### config.mk
export PLATFORM = sky130hd
export DESIGN_NAME = uart_os_rx
export DESIGN_NICKNAME = d
export VERILOG_FILES = /design/src/rtl/uart_os_rx_pkg.sv /design/src/rtl/uart_os_rx_sync.sv /design/src/rtl/uart_os_rx_phase.sv /design/src/rtl/uart_os_rx_shift.sv /design/src/rtl/uart_os_rx.sv
export SDC_FILE = /design/constraint.sdc
export NUM_CORES = 1
export LEC_CHECK = 0
export ABC_CLOCK_PERIOD_IN_PS = 2200
export CAP_MARGIN = 20
export CORE_MARGIN = 2
export CORE_UTILIZATION = 55
export DETAILED_ROUTE_END_ITERATION = 7
export GPL_TIMING_DRIVEN = 0
export MAX_ROUTING_LAYER = met4
export PLACE_DENSITY_LB_ADDON = 0.08
export SLEW_MARGIN = 20
export SYNTH_ARGS = -nofsm -noshare
export SYNTH_HDL_FRONTEND = slang
export SYNTH_SLANG_ARGS = --single-unit
### constraint.sdc
create_clock -name clk -period 2.2 [get_ports clk]
set_clock_uncertainty 0.15 [all_clocks]
set_input_delay 0.44 -clock clk [delete_from_list [all_inputs] [get_ports clk]]
set_output_delay 0.44 -clock clk [all_outputs]
set_load 0.1 [all_outputs]
### src/rtl/uart_os_rx_pkg.sv
package uart_os_rx_pkg;

    typedef enum logic [1:0] {
        RX_IDLE  = 2'd0,
        RX_START = 2'd1,
        RX_DATA  = 2'd2,
        RX_STOP  = 2'd3
    } rx_state_t;

    // Two-of-three vote used for every bit decision.
    function automatic logic vote3(input logic a, input logic b, input logic c);
        return (a & b) | (a & c) | (b & c);
    endfunction

endpackage

### src/rtl/uart_os_rx_sync.sv
module uart_os_rx_sync #(
    parameter int   STAGES    = 2,
    parameter logic RESET_VAL = 1'b1
) (
    input  logic clk,
    input  logic rst_n,
    input  logic d,
    output logic q
);

    logic [STAGES-1:0] chain;

    generate
        if (STAGES == 1) begin : g_single
            always_ff @(posedge clk or negedge rst_n) begin
                if (!rst_n) chain <= RESET_VAL;
                else        chain <= d;
            end
        end else begin : g_multi
            always_ff @(posedge clk or negedge rst_n) begin
                if (!rst_n) chain <= {STAGES{RESET_VAL}};
                else        chain <= {chain[STAGES-2:0], d};
            end
        end
    endgenerate

    assign q = chain[STAGES-1];

endmodule

### src/rtl/uart_os_rx_phase.sv
// Tracks the strobe position inside a bit period and votes the line
// on the three strobes around the middle of the period.
module uart_os_rx_phase
    import uart_os_rx_pkg::*;
#(
    parameter int OVERSAMPLE = 16
) (
    input  logic clk,
    input  logic rst_n,
    input  logic tick,
    input  logic restart,   // strobe that found the start edge counts as strobe 1
    input  logic run,
    input  logic line,
    output logic bit_done,  // strobe at which the third sample is taken
    output logic bit_val
);

    localparam int CW  = $clog2(OVERSAMPLE);
    localparam int MID = OVERSAMPLE / 2;
    // Counter holds strobes already elapsed; strobe number is cnt + 1.
    localparam logic [CW-1:0] AT_FIRST  = CW'(MID - 2);
    localparam logic [CW-1:0] AT_SECOND = CW'(MID - 1);
    localparam logic [CW-1:0] AT_THIRD  = CW'(MID);

    logic [CW-1:0] cnt;
    logic          samp_a;
    logic          samp_b;
    logic          step;

    assign step = run && tick;

    always_ff @(posedge clk or negedge rst_n) begin
        if (!rst_n) begin
            cnt <= '0;
        end else if (restart) begin
            cnt <= CW'(1);
        end else if (step) begin
            cnt <= cnt + CW'(1);
        end
    end

    always_ff @(posedge clk or negedge rst_n) begin
        if (!rst_n) begin
            samp_a <= 1'b1;
            samp_b <= 1'b1;
        end else if (step) begin
            if (cnt == AT_FIRST)  samp_a <= line;
            if (cnt == AT_SECOND) samp_b <= line;
        end
    end

    assign bit_done = step && (cnt == AT_THIRD);
    assign bit_val  = vote3(samp_a, samp_b, line);

endmodule

### src/rtl/uart_os_rx_shift.sv
module uart_os_rx_shift #(
    parameter int WIDTH = 9
) (
    input  logic             clk,
    input  logic             rst_n,
    input  logic             shift_en,
    input  logic             bit_in,
    output logic [WIDTH-1:0] word
);

    // LSB-first line order: new bits enter at the top and move down.
    always_ff @(posedge clk or negedge rst_n) begin
        if (!rst_n)        word <= '0;
        else if (shift_en) word <= {bit_in, word[WIDTH-1:1]};
    end

endmodule

### src/rtl/uart_os_rx.sv
module uart_os_rx
    import uart_os_rx_pkg::*;
#(
    parameter int DATA_BITS   = 8,
    parameter int OVERSAMPLE  = 16,
    parameter int SYNC_STAGES = 2
) (
    input  logic                 clk,
    input  logic                 rst_n,
    input  logic                 tick_x16,
    input  logic                 rx_en,
    input  logic                 nine_bit_mode,
    input  logic                 rx_line,
    output logic                 word_valid,
    output logic [DATA_BITS:0]   word_data,
    output logic                 frame_err
);

    localparam int              WW       = DATA_BITS + 1;
    localparam int              IW       = $clog2(WW);
    localparam logic [IW-1:0]   LAST_STD = IW'(DATA_BITS - 1);
    localparam logic [IW-1:0]   LAST_EXT = IW'(DATA_BITS);

    rx_state_t        state;
    rx_state_t        state_nxt;
    logic             line_s;
    logic             line_prev;
    logic             start_edge;
    logic             bit_done;
    logic             bit_val;
    logic [IW-1:0]    bit_idx;
    logic [IW-1:0]    bit_last;
    logic             nine_q;
    logic [WW-1:0]    shreg;
    logic             phase_restart;
    logic             phase_run;
    logic             shift_en;

    uart_os_rx_sync #(
        .STAGES    (SYNC_STAGES),
        .RESET_VAL (1'b1)
    ) u_sync (
        .clk   (clk),
        .rst_n (rst_n),
        .d     (rx_line),
        .q     (line_s)
    );

    assign start_edge    = tick_x16 && !line_s && line_prev;
    assign phase_restart = rx_en && (state == RX_IDLE) && start_edge;
    assign phase_run     = rx_en && (state != RX_IDLE);

    uart_os_rx_phase #(
        .OVERSAMPLE (OVERSAMPLE)
    ) u_phase (
        .clk      (clk),
        .rst_n    (rst_n),
        .tick     (tick_x16),
        .restart  (phase_restart),
        .run      (phase_run),
        .line     (line_s),
        .bit_done (bit_done),
        .bit_val  (bit_val)
    );

    assign shift_en = rx_en && (state == RX_DATA) && bit_done;

    uart_os_rx_shift #(
        .WIDTH (WW)
    ) u_shift (
        .clk      (clk),
        .rst_n    (rst_n),
        .shift_en (shift_en),
        .bit_in   (bit_val),
        .word     (shreg)
    );

    assign bit_last = nine_q ? LAST_EXT : LAST_STD;

    // Next-state logic.
    always_comb begin
        state_nxt = state;
        unique case (state)
            RX_IDLE:  if (start_edge) state_nxt = RX_START;
            RX_START: if (bit_done)   state_nxt = bit_val ? RX_IDLE : RX_DATA;
            RX_DATA:  if (bit_done && (bit_idx == bit_last)) state_nxt = RX_STOP;
            RX_STOP:  if (bit_done)   state_nxt = RX_IDLE;
            default:                  state_nxt = RX_IDLE;
        endcase
    end

    // State register; a low enable forces idle.
    always_ff @(posedge clk or negedge rst_n) begin
        if (!rst_n)      state <= RX_IDLE;
        else if (!rx_en) state <= RX_IDLE;
        else             state <= state_nxt;
    end

    // Frame bookkeeping: edge history, bit index, width captured at start.
    always_ff @(posedge clk or negedge rst_n) begin
        if (!rst_n) begin
            line_prev <= 1'b0;
            bit_idx   <= '0;
            nine_q    <= 1'b0;
        end else if (!rx_en) begin
            line_prev <= 1'b0;
            bit_idx   <= '0;
        end else begin
            if (tick_x16) line_prev <= line_s;
            if (phase_restart) nine_q <= nine_bit_mode;
            if (state == RX_START)                 bit_idx <= '0;
            else if ((state == RX_DATA) && bit_done) bit_idx <= bit_idx + IW'(1);
        end
    end

    // Outputs.
    always_ff @(posedge clk or negedge rst_n) begin
        if (!rst_n) begin
            word_valid <= 1'b0;
            word_data  <= '0;
            frame_err  <= 1'b0;
        end else begin
            word_valid <= 1'b0;
            if (rx_en && (state == RX_STOP) && bit_done) begin
                word_valid <= 1'b1;
                word_data  <= nine_q ? shreg : {1'b0, shreg[WW-1:1]};
                frame_err  <= !bit_val;
            end
        end
    end

endmodule

==> results.tsv, run 1 <==
metric	value	unit
run_status	complete, no violations	
synthDominantCellAreaShare	0.454	
grt_pass1_wl	5070	um
worst_setup_path_endpoint	frame_err	
cpLargestDelayFamily	buffers and inverters	
achievable-frequency	0.468	GHz
placementRows	20	
synth.lib_cells_used.distinct	40	
top_post_synthesis_cells_by_count	dfrtp_1, mux2_2, o21ai_0	
detail_route.drc_violations	0	
wire_per_inst	14.7	um
fp.dieArea	0.00367	mm^2
yosys.area.top_type	dfrtp_1	
clk_transition_reported_paths	0.10	ns
worst-endpoint-arrival	1.55	ns
path_class	reg -> out	
r2r_end	word_data[7]$_DFFE_PN0P_	
crit_path_max_incr_delay	0.83	ns
setup_viol	0	
worst_slew_pin_slew	0.957	ns
starting_density	0.577	
vias_in_the_first_global_route	1128	
synth.most_common_cell	dfrtp_1	
tritoncts.num_buffers	5	
critical-path-slowest-cell	clkdlybuf4s15_1	
detailroute.via_count	1137	
cellPowerDensity	608	mW/mm^2
rsz_0062_raised_after_global_routing	false	
synth.ff_latch_count	36	
clock_tree_root_buffer_cell	clkbuf_4	
period_share	0.972	
finalSetupTns	0	ns
areaGrowthSynthToFinish	17.9	%
synth_area_per_cell	12.8	um^2
synth.net_count	148	
cts_setup_buffers	0	
leakage_dissipation	0.00102	uW
final.fill_count	251	
crit_path_start	frame_err$_DFFE_PN0P_	
share_of_synthesized_area_occupied_by_flip_flops_and_latches	0.514	
synth_warnings	0	
grt.total_usage	0.199	
via_per_inst	5.52	
worstPathCellList	clkdlybuf4s15_1	
clkSinkCount	36	
design.portCount	17	
antenna_left	0	
hold_violations_final	0	
port_buffers	14	
floorplan.die.width	60.6	um
reg2reg_setup_slack	0.22	ns
maxSlewViolCount	0	
nets	171	
synth_enable_flop_cells	0	
grt_remaining_overflow	0	
synthFlopType	dfrtp_1	
worst_r2r_startpoint	u_phase.cnt[0]$_DFFE_PN0P_	
die_h	60.6	um
post_synth_main_area_contributors	dfrtp_1, mux2_2, dfstp_2	
worst_ir_drop_vdd	587	uV
detail_route.wirelength	3030	um
crit_fanout	2	
period_needed	2.14	ns
critPathBufInv	1	
clk_latency	0.34	ns
synthesis.instances	138	
grt_start_max_net_pins	23	
first_pass_iters	4	
maxCapViolations	0	
total_core_area	0.00305	mm^2
syn_area	0.00176	mm^2
ff2ff_path_depth	5	
worst-endpoint-required	1.61	ns
worst_hold_path_type	reg -> reg	
detail_route.iter0.violations	82	
max-clock-path-buffers	2	
async_flop_share	1.00	
hpwlAfterDp	2200	um
tritoncts	built	
worst_setup_path_end_kind	primary output	
power.total	1260	uW
crit_path_start_kind	register	
globalplace.congestion	0.788	
grt_antenna_before_repair	0	
drive_gt1_frac	0.315	
crit_cells	1	
htreeDepth	2	
antennaDiodeCount	0	
worst_slew_margin_rel	0.365	
-- cells in the final DEF, fill, tap and decap left out, drive strengths merged, types with 2 or more instances in the layout --
cell type,netlist,final
a21oi,7,7
buf,5,7
clkbuf,1,8
clkdlybuf4s15,0,5
clkdlybuf4s50,0,2
dfrtp,32,32
dfstp,4,4
dlygate4sd2,0,6
ha,4,4
inv,4,4
mux2,28,28
nand2,5,5
nand3,4,4
nand3b,2,2
nand4b,2,2
nor2,5,5
o21ai,8,8
o31ai,4,4
or3,3,3
or4,3,3
-- timing repair --
| action | CTS | global route |
|---|---|---|
| hold endpoints to repair | 10 | 0 |
| endpoints found under the setup margin | 11 | 5 |
| resized for setup | 11 | 5 |
| hold buffers | 1 | 0 |
-- logic make-up (layout without fill, tap and decap cells) --
| kind of cell | after synthesis | count (layout) | share of synthesized area |
|---|---|---|---|
| buffers and inverters | 10 | 34 | 0.0369 |
| and+or+nand+nor | 31 | 31 | 0.132 |
| xor gates and xnor gates | 1 | 1 | 0.00497 |
| muxes | 29 | 29 | 0.185 |
| DFF | 36 | 36 | 0.514 |
| AOI/OAI and AO/OA | 26 | 26 | 0.0937 |
| adders and majority gates | 5 | 5 | 0.0341 |
-- where the power goes --
part	leakage [uW]	total, uW	internal (uW)	switching [uW]
logic	0.000488	75.8	32.5	43.2
clock network	0.0000515	512	302	210
registers	0.000482	677	671	6.26
-- registers in the layout (all words and copies together) (netlist names) --
signal,cells
u_phase.samp_a,1
line_prev,1
word_valid,1
u_phase.cnt,4
word_data,9
nine_q,1
frame_err,1
u_shift.word,9
bit_idx,4
state,2
u_phase.samp_b,1
u_sync.chain,2
-- layer usage --
layer | global-route usage | vias to the layer above | routed length (um)
met4 | 0.0714 | 0 | 46
met5 | - | - | 0
li1 | - | 554 | -
met1 | 0.252 | 554 | 1420
met2 | 0.301 | 23 | 1440
met3 | 0.0640 | 6 | 117
-- worst min-delay path by stage --
stage	from	end	slack [ns]	cells after the start
detailed placement	u_sync.chain[0]$_DFF_PN1_	u_sync.chain[1]$_DFF_PN1_	0.20	0
finish	u_sync.chain[0]$_DFF_PN1_	u_sync.chain[1]$_DFF_PN1_	0.21	0
global placement	u_sync.chain[0]$_DFF_PN1_	u_sync.chain[1]$_DFF_PN1_	0.20	0
global route	u_sync.chain[0]$_DFF_PN1_	u_sync.chain[1]$_DFF_PN1_	0.22	0
CTS	u_sync.chain[0]$_DFF_PN1_	u_sync.chain[1]$_DFF_PN1_	0.21	0
floorplan	rst_n	bit_idx[0]$_DFFE_PN0P_	-0.006	0
-- stage by stage --
step                       util  std cells  cell area [um^2]  setup WS, ns  hold slack (ns)
final                     0.681        206              2080        0.0618            0.211
after global routing      0.681        206              2080       0.00271            0.217
after detailed placement  0.649        197              1980         0.131            0.198
after floorplan               -        138              1760         0.434         -0.00559
after CTS                 0.679        206              2070        0.0221            0.213
after global placement    0.641        196              1960        -0.221            0.198
-- final cells by class --
cell class,instances,area (um^2),share of cell area
Sequential cell,36,906,0.436
Timing Repair Buffer,16,165,0.0795
Tap cell,44,55.1,0.0265
Buffer,6,50.0,0.0241
Inverter,4,15.0,0.00722
Clock inverter,1,30.0,0.0144
Clock buffer,7,65.1,0.0313
Multi-Input combinational cell,92,792,0.381
Note: power is estimated with default switching activity, not from simulation.
==> run 2: changes to the inputs <==
CORE_UTILIZATION = 25   (was 55)
==> run 2 against run 1 <==
Against the previous run: first-iteration DRC count is 70% lower; clock power rose by 13%; count of clock-buffer cells in the layout down 1; wire length grew 13%; register-to-register slack about the same; die area grew 110%; critical path depth unchanged; cell count rose by 25%; fmax grew 2.0%; final area is 3.3% higher; non-clock buffer count unchanged; largest cell class unchanged.
==> results.tsv, run 2 (same netlist as run 1, synthesis figures left out) <==
metric	value	unit	change
run_status	complete, no violations		
grt_pass1_wl	5750	um	+13%
crit_path_max_incr_delay	0.86	ns	+0.03 ns
achievable-frequency	0.477	GHz	+2.0%
grt_start_max_net_pins	31		+35%
period_needed	2.10	ns	-0.0410 ns
globalplace.congestion	0.696		-12%
tritoncts.num_buffers	5		unchanged
die_h	88.0	um	+45%
final.fill_count	685		+170%
hold_violations_final	0		unchanged
areaGrowthSynthToFinish	21.8	%	
starting_density	0.259		-0.318
placementRows	30		+50%
maxCapViolations	0		unchanged
port_buffers	14		unchanged
worst_setup_path_end_kind	primary output		
detailroute.via_count	1122		-1.3%
utilization	0.316		-0.365
fp.dieArea	0.00774	mm^2	+110%
max-clock-path-buffers	2		unchanged
hpwlAfterDp	2410	um	+9.7%
antennaDiodeCount	0		unchanged
worst-endpoint-arrival	1.51	ns	-0.04 ns
worst_hold_path_type	reg -> reg		
grt.total_usage	0.101		-0.0977
clkSinkCount	36		unchanged
clock_tree_root_buffer_cell	clkbuf_8		
grt_remaining_overflow	0		unchanged
period_share	0.953		-0.0186
hold-worst-slack	0.207	ns	-0.00362 ns
cellPowerDensity	620	mW/mm^2	+1.9%
leakage_dissipation	0.00104	uW	+1.9%
worst_slew_margin_rel	0.362		-0.00254
design.portCount	17		unchanged
nets	171		unchanged
worst_slew_pin_slew	0.960	ns	+0.00383 ns
grt_antenna_before_repair	0		unchanged
cts_setup_buffers	0		unchanged
layout_commonest_cell	dfrtp_1		
biggest_regs	u_shift.word (9), word_data (9)		
critical-path-slowest-cell	dlygate4sd2_1		
clk_transition_reported_paths	0.07	ns	-0.03 ns
path_class	reg -> out		
wire_per_inst	13.3	um	-9.5%
floorplan.die.width	88.0	um	+45%
detail_route.iter0.violations	25		-70%
crit_fanout	2		unchanged
worstPathCellList	dlygate4sd2_1		
power.total	1330	uW	+5.3%
tritoncts	built		
worst_ir_drop_vdd	213	uV	-64%
vias_in_the_first_global_route	1149		+1.9%
htreeDepth	2		unchanged
setup_viol	0		unchanged
detail_route.wirelength	3430	um	+13%
via_per_inst	4.35		-21%
layout_common_cells	dfrtp_1, mux2_2, dlygate4sd2_1		
first_pass_iters	3		-1
antenna_left	0		unchanged
cpLargestDelayFamily	buffers and inverters		
detail_route.drc_violations	0		unchanged
total_core_area	0.00679	mm^2	+120%
crit_path_start_kind	register		
rsz_0062_raised_after_global_routing	false		
critPathBufInv	1		unchanged
worst-endpoint-required	1.61	ns	about the same
maxSlewViolCount	0		unchanged
drive_gt1_frac	0.309		-0.00617
clk_latency	0.29	ns	-0.05 ns
## run 2: changes by cell type in the layout (fill, tap and decap cells not counted), sizes merged
cell,before,now
clkinv,0,1
clkbuf,8,7
clkdlybuf4s15,5,0
dlygate4sd2,6,11
## run 2: per-stage QoR
stage	worst slack [ns]	TNS, ns	cell area, um^2	std cells
global route	0.0446	0	2150	258
finish	0.103	0	2150	258
global placement	-0.394	-12.60	2020	248
CTS	0.0851	0	2140	258
detailed placement	0.108	0	2040	249
floorplan	0.434	0	1760	138
## run 2: layout make-up
type	instances	area, um^2	share of cell area
buffer	6	50.0	0.0233
clock buffer	6	72.6	0.0338
clock inverter	2	35.0	0.0163
inverter	4	15.0	0.00699
multi-input combinational	92	797	0.371
sequential	36	906	0.422
tap	96	120	0.0559
timing repair buffer	16	151	0.0705
## run 2: timing repair
action | CTS | global route
resized for setup | 11 | 1
hold buffers | 1 | 0
endpoints found under the hold margin | 6 | 0
cloned | 0 | 0
setup endpoints to repair | 11 | 8
pin swaps | 0 | 0
## run 2: power by group
group,switching (uW),total [uW],internal (uW)
registers,5.80,676,671
logic,44.5,75.7,31.2
clock network,243,579,336
## run 2: metal layers
layer	up-vias	share of wire	track usage
li1	554	-	-
met1	549	0.51	0.134
met2	14	0.44	0.144
met3	5	0.029	0.0339
met4	0	0.017	0.0378
met5	-	0	-
## run 2: worst paths after layout
kind	slack, ns	to	start	cells after the start
max reg2reg	0.23	u_shift.word[7]$_DFFE_PN0P_	u_phase.cnt[0]$_DFFE_PN0P_	6
min in group asynchronous	0.38	state[1]$_DFFE_PN0P_	rst_n	2
min	0.21	u_sync.chain[1]$_DFF_PN1_	u_sync.chain[0]$_DFF_PN1_	0
max	0.10	word_data[8]	word_data[8]$_DFFE_PN0P_	1
min reg2reg	0.21	u_sync.chain[1]$_DFF_PN1_	u_sync.chain[0]$_DFF_PN1_	0
max in group asynchronous	1.04	u_sync.chain[0]$_DFF_PN1_	rst_n	3
## run 2: worst register-to-register path, stage by stage (launching register included)
cell and delay, ns:
dfrtp_1 0.42, inv_1 0.12, ha_1 0.24, nand4b_4 0.18, buf_6 0.19, nor2_8 0.20
mux2_2 0.36
